--- config.mk ---
export PLATFORM = sky130hd
export DESIGN_NAME = periph_regbank
export DESIGN_NICKNAME = d
export VERILOG_FILES = /design/src/rtl/regbank_pkg.sv /design/src/rtl/regbank_decode.sv /design/src/rtl/setclr_bits.sv /design/src/rtl/cmd_pulser.sv /design/src/rtl/periph_regbank.sv
export SDC_FILE = /design/constraint.sdc
export NUM_CORES = 1
export LEC_CHECK = 0
export BUFFER_PORTS_ARGS = -buffer_cell sky130_fd_sc_hd__buf_2
export CORE_UTILIZATION = 46
export CTS_CLUSTER_SIZE = 25
export DETAILED_ROUTE_END_ITERATION = 10
export GPL_ROUTABILITY_DRIVEN = 0
export PLACE_DENSITY = 0.81
export SLEW_MARGIN = 20
export SYNTH_ARGS = -nofsm -noshare
export SYNTH_HDL_FRONTEND = slang
export SYNTH_SLANG_ARGS = --single-unit
--- constraint.sdc ---
create_clock -name clk -period 2.17 [get_ports clk]
set_clock_uncertainty 0.2 [all_clocks]
set_input_delay 0.1085 -clock clk [delete_from_list [all_inputs] [get_ports clk]]
set_output_delay 0.1085 -clock clk [all_outputs]
set_load 0.02 [all_outputs]
--- src/rtl/regbank_pkg.sv ---
// Shared definitions for the peripheral register bank.
// Assumes a 32-bit data bus; offsets are word indices inside the window.
package regbank_pkg;

    // Access size codes carried on the bus; all are serviced as word accesses.
    typedef enum logic [1:0] {
        SZ_BYTE = 2'd0,
        SZ_HALF = 2'd1,
        SZ_WORD = 2'd2,
        SZ_RSVD = 2'd3
    } acc_size_e;

    // Word indices (byte offset / 4) of the registers.
    localparam int WIX_CMD   = 0;   // 0x00 command, write-only
    localparam int WIX_MODE  = 1;   // 0x04 mode, read/write
    localparam int WIX_SSET  = 4;   // 0x10 status set, write-only
    localparam int WIX_SCLR  = 5;   // 0x14 status clear, write-only
    localparam int WIX_STAT  = 6;   // 0x18 status, read-only
    localparam int WIX_ISET  = 8;   // 0x20 mask set, write-only
    localparam int WIX_ICLR  = 9;   // 0x24 mask clear, write-only
    localparam int WIX_IMASK = 10;  // 0x28 mask, read-only

    // One-hot register select produced by the decoder.
    typedef struct packed {
        logic cmd;
        logic mode;
        logic sset;
        logic sclr;
        logic stat;
        logic iset;
        logic iclr;
        logic imask;
    } reg_sel_t;

endpackage

--- src/rtl/regbank_decode.sv ---
// Address decoder: turns a word index into a one-hot register select.
// Assumes the caller already dropped the byte-lane bits; holes select nothing.
module regbank_decode
    import regbank_pkg::*;
#(
    parameter int WIDX_W = 12
) (
    input  logic [WIDX_W-1:0] widx,
    output reg_sel_t          sel
);

    // Compare the word index against every register offset.
    always_comb begin
        sel       = '0;
        sel.cmd   = (widx == WIX_CMD[WIDX_W-1:0]);
        sel.mode  = (widx == WIX_MODE[WIDX_W-1:0]);
        sel.sset  = (widx == WIX_SSET[WIDX_W-1:0]);
        sel.sclr  = (widx == WIX_SCLR[WIDX_W-1:0]);
        sel.stat  = (widx == WIX_STAT[WIDX_W-1:0]);
        sel.iset  = (widx == WIX_ISET[WIDX_W-1:0]);
        sel.iclr  = (widx == WIX_ICLR[WIDX_W-1:0]);
        sel.imask = (widx == WIX_IMASK[WIDX_W-1:0]);
    end

endmodule

--- src/rtl/setclr_bits.sv ---
// Bit vector changed only by set and clear strobes; a clear beats a set
// of the same bit. Assumes strobes are already qualified by the write.
module setclr_bits #(
    parameter int W = 8
) (
    input  logic         clk,
    input  logic         rst_n,
    input  logic [W-1:0] set_v,
    input  logic [W-1:0] clr_v,
    output logic [W-1:0] q
);

    // Apply sets, then clears, on each clock.
    always_ff @(posedge clk) begin
        if (!rst_n) q <= '0;
        else        q <= (q | set_v) & ~clr_v;
    end

    // any bit strobed for clear is zero afterwards.
    a_r4_clear_wins: assert property (@(posedge clk) disable iff (!rst_n)
        (clr_v != '0) |=> ((q & $past(clr_v)) == '0));

    // a bit set without a clear is one afterwards.
    a_r3_set_takes: assert property (@(posedge clk) disable iff (!rst_n)
        ((set_v & ~clr_v) != '0) |=> ((q & $past(set_v & ~clr_v)) == $past(set_v & ~clr_v)));

    // with no strobe the vector holds.
    a_r3_idle_holds: assert property (@(posedge clk) disable iff (!rst_n)
        (set_v == '0 && clr_v == '0) |=> $stable(q));

endmodule

--- src/rtl/cmd_pulser.sv ---
// Turns a command write into a single-cycle pulse per bit written as one.
// Assumes at most one bus write per cycle.
module cmd_pulser #(
    parameter int W = 8
) (
    input  logic         clk,
    input  logic         rst_n,
    input  logic         fire,
    input  logic [W-1:0] bits,
    output logic [W-1:0] pulse
);

    // Register the written ones for exactly one cycle.
    always_ff @(posedge clk) begin
        if (!rst_n)    pulse <= '0;
        else if (fire) pulse <= bits;
        else           pulse <= '0;
    end

    // a pulse only follows a command write.
    a_r5_pulse_after_write: assert property (@(posedge clk) disable iff (!rst_n)
        (pulse != '0) |-> $past(fire));

    // no write on the last edge means no pulse now.
    a_r5_pulse_one_cycle: assert property (@(posedge clk) disable iff (!rst_n)
        !fire |=> (pulse == '0));

endmodule

--- src/rtl/periph_regbank.sv ---
// Register bank of one peripheral: command pulses, mode word, status and
// interrupt mask with set/clear addresses, and the interrupt source.
// Assumes one access per cycle; every access is serviced as an aligned word.
module periph_regbank
    import regbank_pkg::*;
#(
    parameter int ADDR_W = 14,
    parameter int MODE_W = 32,
    parameter int STAT_W = 8,
    parameter int CMD_W  = 8
) (
    input  logic              clk,
    input  logic              rst_n,
    input  logic [ADDR_W-1:0] addr,
    input  logic [31:0]       wdata,
    input  logic              wr_en,
    input  logic              rd_en,
    input  logic [1:0]        size,
    output logic [31:0]       rdata,
    output logic [MODE_W-1:0] mode_out,
    output logic [CMD_W-1:0]  cmd_pulse,
    output logic [STAT_W-1:0] stat_out,
    output logic              irq_src
);

    localparam int WIDX_W = ADDR_W - 2;

    reg_sel_t          sel;
    logic [MODE_W-1:0] mode_q;
    logic [STAT_W-1:0] stat_q, mask_q;
    logic [STAT_W-1:0] sset_v, sclr_v, iset_v, iclr_v;
    logic [31:0]       rd_mux;

    // Byte-lane bits are dropped: every access lands on a whole word.
    regbank_decode #(.WIDX_W(WIDX_W)) u_dec (
        .widx (addr[ADDR_W-1:2]),
        .sel  (sel)
    );

    // Qualify the set and clear strobes with the write.
    always_comb begin
        sset_v = (wr_en && sel.sset) ? wdata[STAT_W-1:0] : '0;
        sclr_v = (wr_en && sel.sclr) ? wdata[STAT_W-1:0] : '0;
        iset_v = (wr_en && sel.iset) ? wdata[STAT_W-1:0] : '0;
        iclr_v = (wr_en && sel.iclr) ? wdata[STAT_W-1:0] : '0;
    end

    setclr_bits #(.W(STAT_W)) u_stat (
        .clk (clk), .rst_n (rst_n), .set_v (sset_v), .clr_v (sclr_v), .q (stat_q)
    );

    setclr_bits #(.W(STAT_W)) u_mask (
        .clk (clk), .rst_n (rst_n), .set_v (iset_v), .clr_v (iclr_v), .q (mask_q)
    );

    cmd_pulser #(.W(CMD_W)) u_cmd (
        .clk (clk), .rst_n (rst_n), .fire (wr_en && sel.cmd),
        .bits (wdata[CMD_W-1:0]), .pulse (cmd_pulse)
    );

    // Mode register: full-word write at its own address only.
    always_ff @(posedge clk) begin
        if (!rst_n)                mode_q <= '0;
        else if (wr_en && sel.mode) mode_q <= wdata[MODE_W-1:0];
    end

    // Read mux: readable registers only; write-only and holes give zero.
    always_comb begin
        rd_mux = '0;
        if (sel.mode)  rd_mux[MODE_W-1:0] = mode_q;
        if (sel.stat)  rd_mux[STAT_W-1:0] = stat_q;
        if (sel.imask) rd_mux[STAT_W-1:0] = mask_q;
    end

    assign rdata    = rd_en ? rd_mux : '0;
    assign mode_out = mode_q;
    assign stat_out = stat_q;
    assign irq_src  = |(stat_q & mask_q);

    // the access-size and lane bits must be known on any access.
    a_r2_access_known: assert property (@(posedge clk) disable iff (!rst_n)
        (wr_en || rd_en) |-> !$isunknown({size, addr}));

    // an interrupt needs both a status bit and a mask bit.
    a_r8_irq_needs_stat: assert property (@(posedge clk) disable iff (!rst_n)
        irq_src |-> (stat_out != '0 && mask_q != '0));

    // mode moves only on a write to its address.
    a_r6_mode_hold: assert property (@(posedge clk) disable iff (!rst_n)
        !(wr_en && sel.mode) |=> $stable(mode_out));

    // write-only addresses read as zero.
    a_r9_wo_read_zero: assert property (@(posedge clk) disable iff (!rst_n)
        (rd_en && (sel.cmd || sel.sset || sel.sclr || sel.iset || sel.iclr)) |-> (rdata == '0));

    // holes in the window read as zero.
    a_r10_hole_read_zero: assert property (@(posedge clk) disable iff (!rst_n)
        (rd_en && sel == '0) |-> (rdata == '0));

endmodule

**After elaboration in Yosys (flattened, before gate mapping)**

Cells that the tools add are included.

- Logic and storage cells: 35
- Register bits after elaboration: 56

- Bitwise gates (word level): 7
- Reductions and logical operators: 9
- Equality and inequality tests: 7
- Muxes and demuxes: 8

Operators by type and width:

| cell | number |
|---|---|
| $mux W32 | 2 |
| $mux W8 | 6 |
| $eq A12 B3 Y1 const B | 3 |
| $eq A12 B4 Y1 const B | 3 |
| $and A8 B8 Y8 | 3 |
| $not A8 Y8 | 2 |
| $or A8 B8 Y8 | 2 |
| $eq A12 B1 Y1 const B | 1 |
| $logic_not A12 Y1 | 1 |
| $reduce_or A8 Y1 | 1 |
| $logic_and A1 B1 Y1 | 6 |
| $reduce_and A2 Y1 | 1 |

**Depth between registers and ports, before layout**

Gate-level depths: netlist (run 1).

- Depth after elaboration: 5
- Mapped depth: 7

**By module**

Synthesis (run 1) repeated with hierarchy kept, for this count alone.

- Cell total of the unflattened synthesis: 333
- Area, all modules: 2977.9 sq um

By module, submodules not included:

| module | area an instance (sq um) | instances | cells an instance |
|---|---|---|---|
| periph_regbank | 2074.5 | 1 | 251 |
| setclr_bits | 290.3 | 2 | 24 |
| cmd_pulser | 210.2 | 1 | 16 |
| regbank_decode | 112.6 | 1 | 18 |

**Worst setup path before layout (run 1)**

OpenSTA, ideal clock, no wires.

- Path type: input to output
- From: input port addr[13]
- To: output port rdata[0]
- Stages: 6
- Slack: 0.126 ns
- Buffers on the path: 2
- Arrival: 1.736 ns
- Cell sequence: or4_4 -> buf_6 -> nor4_2 -> buf_2 -> a2bb2oi_1 -> nor2_1

- Word-level cells in the longest chain between the ends: 5
- Elaborated cells between the ends (all ways): 7
- Classes of those cells: 3 x eq/ne; 4 x mux

Ends and longest elaborated chain:

| what | RTL line | source |
|---|---|---|
| start, declared | periph_regbank.sv:14 | `input logic [ADDR_W-1:0] addr,` |
| $eq A12 B1 Y1 | regbank_decode.sv:16 | `sel.mode = (widx == WIX_MODE[WIDX_W-1:0]);` |
| $mux W32 | periph_regbank.sv:70 | `if (sel.mode) rd_mux[MODE_W-1:0] = mode_q;` |
| $mux W8 | periph_regbank.sv:71 | `if (sel.stat) rd_mux[STAT_W-1:0] = stat_q;` |
| $mux W8 (*) | periph_regbank.sv:72 | `if (sel.imask) rd_mux[STAT_W-1:0] = mask_q;` |
| $mux W32 (*) | periph_regbank.sv:75 | `assign rdata = rd_en ? rd_mux : '0;` |
| end, declared | periph_regbank.sv:19 | `output logic [31:0] rdata,` |

Mark *: on every way between the ends. The rest lies on a longest branch, timed or not.

**Final worst setup path (run 1)**

- From: input port addr[13]
- To: output port rdata[7]

The elaborated chain is that of the path after synthesis.

==> impl_metrics.tcl, run 1 <==
set metrics [dict create \
    synth_common_cells "nand2_1 (87), dfxtp_1 (56), a21boi_1 (30), and3_1 (24), mux2i_1 (16)" \
    fmax_ghz 0.485 \
    via_count 2866 \
    start_util_pct 47.9 \
    worst_slew_pin_slew_ns 0.513 \
    num_rows 27 \
    finalPower_mw 1.91 \
    grt_pass1_wl_um 12500 \
    netlist_instances 314 \
    overflow 0 \
    root_buffer "clkbuf_8" \
    ant_nets 0 \
    swShare_pct 21.6 \
    period_share_pct 94.9 \
    seq_area_frac_synth_pct 42.5 \
    setup_tns_ns 0 \
    ys_warn_count 0 \
    drtIter0Drc 100 \
    rsz0062_at_grt "false" \
    crit_path_end_kind "primary output" \
    powerDensity_nw_per_um2 506 \
    cts_buffer_depth 2 \
    hold_violations 0 \
    crit_top_cell "buf_2" \
    timing.rr.start "mode_out[1]" \
    synth.top_cell.area_share_pct 42.5 \
    cts_buffers 5 \
    drv_slew 0 \
    p_clk_share_pct 37.1 \
    die_w_um 77.8 \
    power.switching_uw 413 \
    insertion_delay_ns 0.30 \
    crit_required_ns 1.86 \
    core_sq_um 5510 \
    grt_pass1_vias 2690 \
    syn-num-nets 366 \
    relSlewSlack_pct 65.8 \
    htreeDepth 2 \
    hp-start "rst_n" \
    cp.arrival_ns 1.75 \
    ys.flop_type "dfxtp_1" \
    yosysMostFrequentCell "nand2_1" \
    place_hpwl_um 5060 \
    diodes 0 \
    io_buffers 128 \
    drv_cap 0 \
    post-place-cells 501 \
    track_usage_pct 26.3 \
    syn-cell-area_sq_um 2640 \
    ys_async_sr_fraction_pct 0 \
    io_pins 133 \
    path_cells "buf_2, or4_4, nor4_4, buf_4, a2bb2oi_1, nor2_1, buf_2" \
    area_growth_pct 43.4 \
    nNetsFinal 520 \
    avgSynthCellArea_sq_um 8.41 \
    synth_area_leaders "dfxtp_1 (42%), nand2_1 (12%), a21boi_1 (8.5%)" \
    peakVddDrop_uv 337 \
    grt_max_degree 49 \
    synth_top_area_cell "dfxtp_1" \
    combPwrFrac_pct 9.2 \
    routed_via_density 5.30 \
    power_frac_seq_pct 53.6 \
    wl_per_cell_um 14.5 \
    cts_sinks 56 \
    crit_start "addr[13]" \
    cp_slowest_cell "or4_4" \
    path_clk_slew_ns 0.10 \
    hold_class "primary input to flip-flop" \
    status "finished, final reports clean" \
    die_h_um 77.8 \
    worstSetupPathType "primary input to primary output" \
    antenna_found_initial 0 \
    drive_above_1_share_pct 33.5 \
    drc 0 \
    internal_power_mw 1.50 \
    path_max_fanout 10 \
    p_leak_nw 1.90 \
    synth_cell_types 28 \
    firstDrtPassIters 4 \
    rrSetupSlack_ns 1.29 \
    cts_tree "done" \
    critPathMaxStageDelay_ns 0.56 \
    fp.dieArea_sq_um 6050 \
    ys_ff_latch 56 \
    wl_um 7840 \
    synth-edff-count 0 \
    final_cells 541 \
    period_needed_ns 2.06 \
    finalSetupViolations 0 \
    post_cts.repair.setup_buffers 0 \
    startpoint_type "primary input" \
]
==> routing by layer <==
metal | routed length, um | GRT usage [%] | up-vias
met4 | 110 | 9.25 | 0
li1 | - | - | 1379
met2 | 3930 | 47.3 | 141
met3 | 610 | 5.76 | 12
met5 | 0 | 0 | -
met1 | 3180 | 30.4 | 1334
==> worst max-delay path: cells and delay by family <==
kind	cells	cell delay, ns
AND/OR/NAND/NOR	3	1.03
buffers and inverters	3	0.53
AO/OA/AOI/OAI	1	0.08
==> registers in the layout, summed over array words and instances (netlist names) <==
register,count
mode_out,32
u_cmd.pulse,8
u_mask.q,8
u_stat.q,8
==> cells by family after synthesis <==
kind of cell | Yosys count | synth area share (%)
AND/OR/NAND/NOR | 157 | 30.2
AO/OA/AOI/OAI | 60 | 15.9
flip-flops | 56 | 42.5
buffers and inverters | 25 | 5.36
multiplexers | 16 | 6.07
==> timing repair <==
item                                    4_1_cts  5_1_grt
hold buffers                                 32        0
endpoints found under the setup margin        0       20
gates resized for setup                       0        1
endpoints found under the hold margin        56        0
==> final timing paths <==
kind                   to  cells after the start
min           u_mask.q[5]                      4
max reg2reg   mode_out[1]                      2
min reg2reg  mode_out[20]                      2
max              rdata[7]                      7
==> layout make-up <==
cell class / instances / area, sq um
Multi-Input combinational cell: 233 / 1390
Clock buffer: 6 / 82.6
Timing Repair Buffer: 172 / 1060
Clock inverter: 2 / 38.8
Sequential cell: 56 / 1120
Tap cell: 72 / 90.1
Fill cell: 455 / 1720
==> cells in the final DEF (no fill, tap or decap), drive strengths merged, types with 8 or more instances in the layout <==
cell type and count:
nor2 8, a21boi 32, mux2i 16, o21ai 8
dlygate4sd3 32, a21oi 8, nand3 10, buf 140
a2bb2oi 8, and3 24, dfxtp 56, and2 8
nand2 87
==> metrics by stage <==
step           utilization [%]  cell area (sq um)  hold slack, ns  worst slack [ns]
6_report                  68.8               3790           0.118             0.110
3_3_place_gp              60.7               3340           0.154            0.0726
2_1_floorplan                -               2640          0.0302             0.126
3_5_place_dp              60.7               3340           0.158            0.0342
4_1_cts                   68.7               3780           0.115            0.0681
5_1_grt                   68.8               3790           0.131         0.0000856
==> power groups by stage <==
stage          clock (mW)  combinational [mW]  sequential (mW)
3_5_place_dp            0               0.127             1.05
2_1_floorplan           0              0.0590             1.05
5_1_grt             0.776               0.191             1.03
3_3_place_gp            0               0.126             1.05
6_report            0.711               0.177             1.03
4_1_cts             0.733               0.172             1.03
(Power assumes the default switching activity.)
==> inputs of run 2 (changes only) <==
Settings changed: CORE_ASPECT_RATIO set to 0.6.
==> impl_metrics.tcl, run 2 (same netlist as run 1, synthesis figures left out) <==
set metrics [dict create \
    cp.arrival_ns 1.77 \
    p_leak_nw 1.92 \
    grt_pass1_vias 2564 \
    die_h_um 60.7 \
    fmax_ghz 0.482 \
    crit_top_cell "buf_2" \
    grt_pass1_wl_um 12300 \
    cts_buffer_depth 2 \
    nNetsFinal 523 \
    drv_cap 0 \
    swShare_pct 22.1 \
    crit_required_ns 1.86 \
    peakVddDrop_uv 428 \
    critPathMaxStageDelay_ns 0.65 \
    cts_buffers 5 \
    fp.dieArea_sq_um 6060 \
    cp_slowest_cell "or4_1" \
    drv_slew 0 \
    htreeDepth 2 \
    track_usage_pct 26.6 \
    via_count 2835 \
    root_buffer "clkbuf_8" \
    largest_reg_flops 32 \
    startpoint_type "primary input" \
    layout_common_cells "buf_2 (128), nand2_1 (87), dfxtp_1 (56)" \
    finalSetupViolations 0 \
    final_cell_area_sq_um 3830 \
    cts_tree "done" \
    period_share_pct 95.6 \
    start_util_pct 50.0 \
    routed_via_density 5.16 \
    drc 0 \
    num_rows 20 \
    wl_um 8020 \
    worst_slew_pin_slew_ns 0.464 \
    power_frac_seq_pct 54.6 \
    power.switching_uw 417 \
    ant_nets 0 \
    period_needed_ns 2.08 \
    path_cells "buf_2, or4_1, nor4_4, buf_12, a2bb2oi_1, nor2_1, buf_2" \
    place_hpwl_um 5330 \
    io_pins 133 \
    drtIter0Drc 193 \
    post_cts.repair.setup_buffers 0 \
    wl_per_cell_um 14.6 \
    dpl_cell_area_sq_um 3390 \
    internal_power_mw 1.47 \
    grt_max_degree 49 \
    path_clk_slew_ns 0.10 \
    relSlewSlack_pct 69.0 \
    worstSetupPathType "primary input to primary output" \
    powerDensity_nw_per_um2 491 \
    hold_violations 0 \
    area_growth_pct 45.1 \
    insertion_delay_ns 0.29 \
    core_sq_um 5280 \
    drive_above_1_share_pct 33.7 \
    diodes 0 \
    status "finished, final reports clean" \
    crit_path_end_kind "primary output" \
    overflow 0 \
    path_max_fanout 14 \
    die_w_um 99.8 \
    rsz0062_at_grt "true" \
    p_clk_share_pct 36.0 \
    hold_class "primary input to flip-flop" \
    layout_commonest_cell "buf_2" \
    combPwrFrac_pct 9.5 \
    cts_sinks 56 \
    antenna_found_initial 0 \
    io_buffers 128 \
    setup_tns_ns 0 \
    nFillCells 416 \
    firstDrtPassIters 5 \
]
[run 2: through the flow]
stage	utilization, %	worst slack [ns]	cells	total power, mW	hold slack (ns)
after floorplan	-	0.126	314	1.11	0.0302
after global routing	72.5	-0.0173	549	1.97	0.125
after global placement	64.3	0.0886	509	1.18	0.152
after CTS	72.5	0.0606	549	1.89	0.108
after detailed placement	64.3	0.0249	509	1.18	0.159
final	72.5	0.0950	549	1.88	0.113
[run 2: what timing repair did]
item                                    CTS  global route
hold endpoints to repair                 56             0
resized for setup                         0             1
endpoints found under the setup margin    0            13
hold buffers                             32             0
[run 2: critical path: cells and delay by family]
kind	cells	cell delay, ns
compound gates	1	0.06
buf+inv	3	0.46
simple gates	3	1.12
[run 2: area by class of cell]
type                       count  area (sq um)  share of cell area [%]
multi-input combinational    233          1390                    36.2
clock buffer                   5          68.8                    1.80
timing repair buffer         175          1110                    29.1
tap                           77          96.3                    2.52
clock inverter                 3          42.5                    1.11
sequential                    56          1120                    29.3
[run 2: power by group through the flow]
| stage | sequential, mW | combinational, mW | clock (mW) |
|---|---|---|---|
| 6_report | 1.03 | 0.178 | 0.677 |
| 3_3_place_gp | 1.05 | 0.127 | 0 |
| 4_1_cts | 1.03 | 0.175 | 0.690 |
| 2_1_floorplan | 1.05 | 0.0590 | 0 |
| 5_1_grt | 1.03 | 0.190 | 0.748 |
| 3_5_place_dp | 1.05 | 0.130 | 0 |
[run 2: routing by layer]
layer	wire, um	global-route usage [%]	up-vias
met4	25	3.99	0
li1	-	-	1384
met5	0	0	-
met1	3690	35.0	1325
met3	622	5.65	2
met2	3680	46.8	124
[run 2: path summary, 6_finish.rpt]
check,start,end,slack (ns),cells after the start
worst max-delay path,addr[9],rdata[0],0.09,7
worst min-delay path,rst_n,u_mask.q[5],0.11,4
worst max register to register,mode_out[30],mode_out[30],1.24,2
worst min register to register,mode_out[29],mode_out[29],0.26,2
==> inputs of run 3 (changes only) <==
Settings changed: CORE_UTILIZATION 46 to 47, PLACE_DENSITY 0.81 to 0.8, SYNTH_HIERARCHICAL set to 1.
==> impl_metrics.tcl, run 3 <==
set metrics [dict create \
    status "finished with violations" \
    violations "negative setup slack" \
    grt_max_degree 98 \
    path_cells "buf_2, or4_4, nor4_4, buf_6, a21oi_2, a221oi_2, buf_4" \
    io_buffers 128 \
    ant_nets 0 \
    path_clk_slew_ns 0.10 \
    ys_warn_count 6 \
    hold_violations 0 \
    synth_cell_types 23 \
    startpoint_type "primary input" \
    wl_um 8920 \
    antenna_found_initial 0 \
    synth_top_area_cell "dfxtp_1" \
    synth_area_leaders "dfxtp_1 (38%), and3_1 (20%), o21a_1 (8.1%)" \
    critPathMaxStageDelay_ns 0.60 \
    dp_slack_ns -0.170 \
    synth-edff-count 0 \
    drv_slew 0 \
    syn-num-nets 385 \
    die_w_um 105 \
    drv_cap 0 \
    period_needed_ns 2.23 \
    fp.dieArea_sq_um 6670 \
    crit_required_ns 1.86 \
    insertion_delay_ns 0.30 \
    hold_class "primary input to flip-flop" \
    cp_slowest_cell "or4_4" \
    relSlewSlack_pct 55.5 \
    worstSetupPathType "primary input to primary output" \
    finalSetupViolations 7 \
    root_buffer "clkbuf_8" \
    fmax_ghz 0.448 \
    cts_sinks 56 \
    io_pins 133 \
    synth.top_cell.area_share_pct 37.6 \
    crit_path_end_kind "primary output" \
    final_cell_area_sq_um 4470 \
    yosysMostFrequentCell "and3_1" \
    worst-path-buf-inv 3 \
    cts_buffer_depth 2 \
    diodes 0 \
    routed_via_density 5.54 \
    layout_common_cells "buf_2 (115), and3_1 (96), dfxtp_1 (56)" \
    cts_tree "done" \
    dpl_cell_area_sq_um 3890 \
    rsz0062_at_grt "true" \
    avgSynthCellArea_sq_um 8.94 \
    grt_pass1_vias 2822 \
    worst_slack_ns -0.0636 \
    powerDensity_nw_per_um2 416 \
    period_share_pct 103 \
    layout_commonest_cell "buf_2" \
    peakVddDrop_uv 432 \
    overflow 0 \
    nNetsFinal 544 \
    via_count 3184 \
    cts_buffers 5 \
    place_hpwl_um 5590 \
    drc 0 \
    htreeDepth 2 \
    syn-cell-area_sq_um 2980 \
    track_usage_pct 26.6 \
    num_rows 22 \
    netlist_instances 333 \
    cp.arrival_ns 1.93 \
    die_h_um 63.7 \
    wl_per_cell_um 15.5 \
    drive_above_1_share_pct 38.5 \
    p_leak_nw 2.31 \
    ys_async_sr_fraction_pct 0 \
    path_max_fanout 7 \
    seq_area_frac_synth_pct 37.6 \
    cp_top_family "simple AND/OR/NAND/NOR gates" \
    worst_slew_pin_slew_ns 0.667 \
    synth_common_cells "and3_1 (96), dfxtp_1 (56), o21a_1 (32), a21boi_1 (30)" \
    firstDrtPassIters 5 \
    drtIter0Drc 209 \
    ys.flop_type "dfxtp_1" \
    largest_reg_flops 32 \
    ys_ff_latch 56 \
    start_util_pct 48.7 \
    core_sq_um 6110 \
    area_growth_pct 50.0 \
    grt_pass1_wl_um 14200 \
]
## run 3: power breakdown
part / internal [mW] / switching [mW] / total, mW / leakage, nW
registers: 1.03 / 0.0000788 / 1.03 / 0.451
clock network: 0.332 / 0.319 / 0.651 / 0.0501
logic: 0.0898 / 0.0902 / 0.180 / 1.81
total: 1.45 / 0.409 / 1.86 / 2.31
## run 3: final timing paths
| path | slack, ns | endpoint | cells after the start | start |
|---|---|---|---|---|
| setup / recovery | -0.06 | rdata[1] | 7 | addr[11] |
| hold / removal | 0.18 | mode_out[9] | 2 | rst_n |
| setup reg to reg | 1.20 | u_stat/q[0] | 2 | u_stat/q[0] |
| hold reg to reg | 0.34 | u_mask/q[5] | 2 | u_mask/q[5] |
## run 3: cells by family (layout without fill, tap and decap cells)
kind of cell	count (synthesis)	count (layout)	share of synthesized area, %
AND/OR/NAND/NOR	154	154	34.8
AO/OA/AOI/OAI	84	84	21.7
flip-flops	56	56	37.6
buffers and inverters	39	197	5.88
## run 3: through the flow
step	std cells	hold WS, ns	util [%]	TNS [ns]	power, mW
after floorplan	333	0.0260	-	-0.0296	1.11
after global placement	533	0.204	63.6	-1.28	1.18
after detailed placement	533	0.213	63.6	-1.87	1.18
after CTS	575	0.149	73.0	-0.253	1.87
after global routing	575	0.183	73.1	-0.491	1.93
final	575	0.183	73.1	-0.161	1.86
## run 3: area by class of cell
cell class	instances	area (sq um)
multi-input combinational	238	1830
fill	469	1640
timing repair buffer	182	1270
sequential	56	1120
tap	84	105
clock buffer	5	68.8
inverter	9	33.8
clock inverter	1	30.0
## run 3: per-layer routing
metal	part of all wire [%]	vias up	wire length (um)	global-route usage [%]
li1	-	1531	-	-
met1	46	1536	4140	35.9
met2	48	111	4240	44.8
met3	5.2	6	465	4.45
met4	0.83	0	74	5.46
met5	0	-	0	0
## run 3: timing repair
item | CTS | global route
pin swaps | 8 | 3
hold endpoints to repair | 44 | 0
endpoints found under the setup margin | 32 | 16
cloned | 2 | 0
resized for setup | 28 | 5
setup buffers | 2 | 2
hold buffers | 32 | 0
## run 3: worst register-to-register path, delay by kind of cell (launching register included)
family	cells	cell delay, ns
flip-flops	1	0.44
AND/OR/NAND/NOR	2	0.26
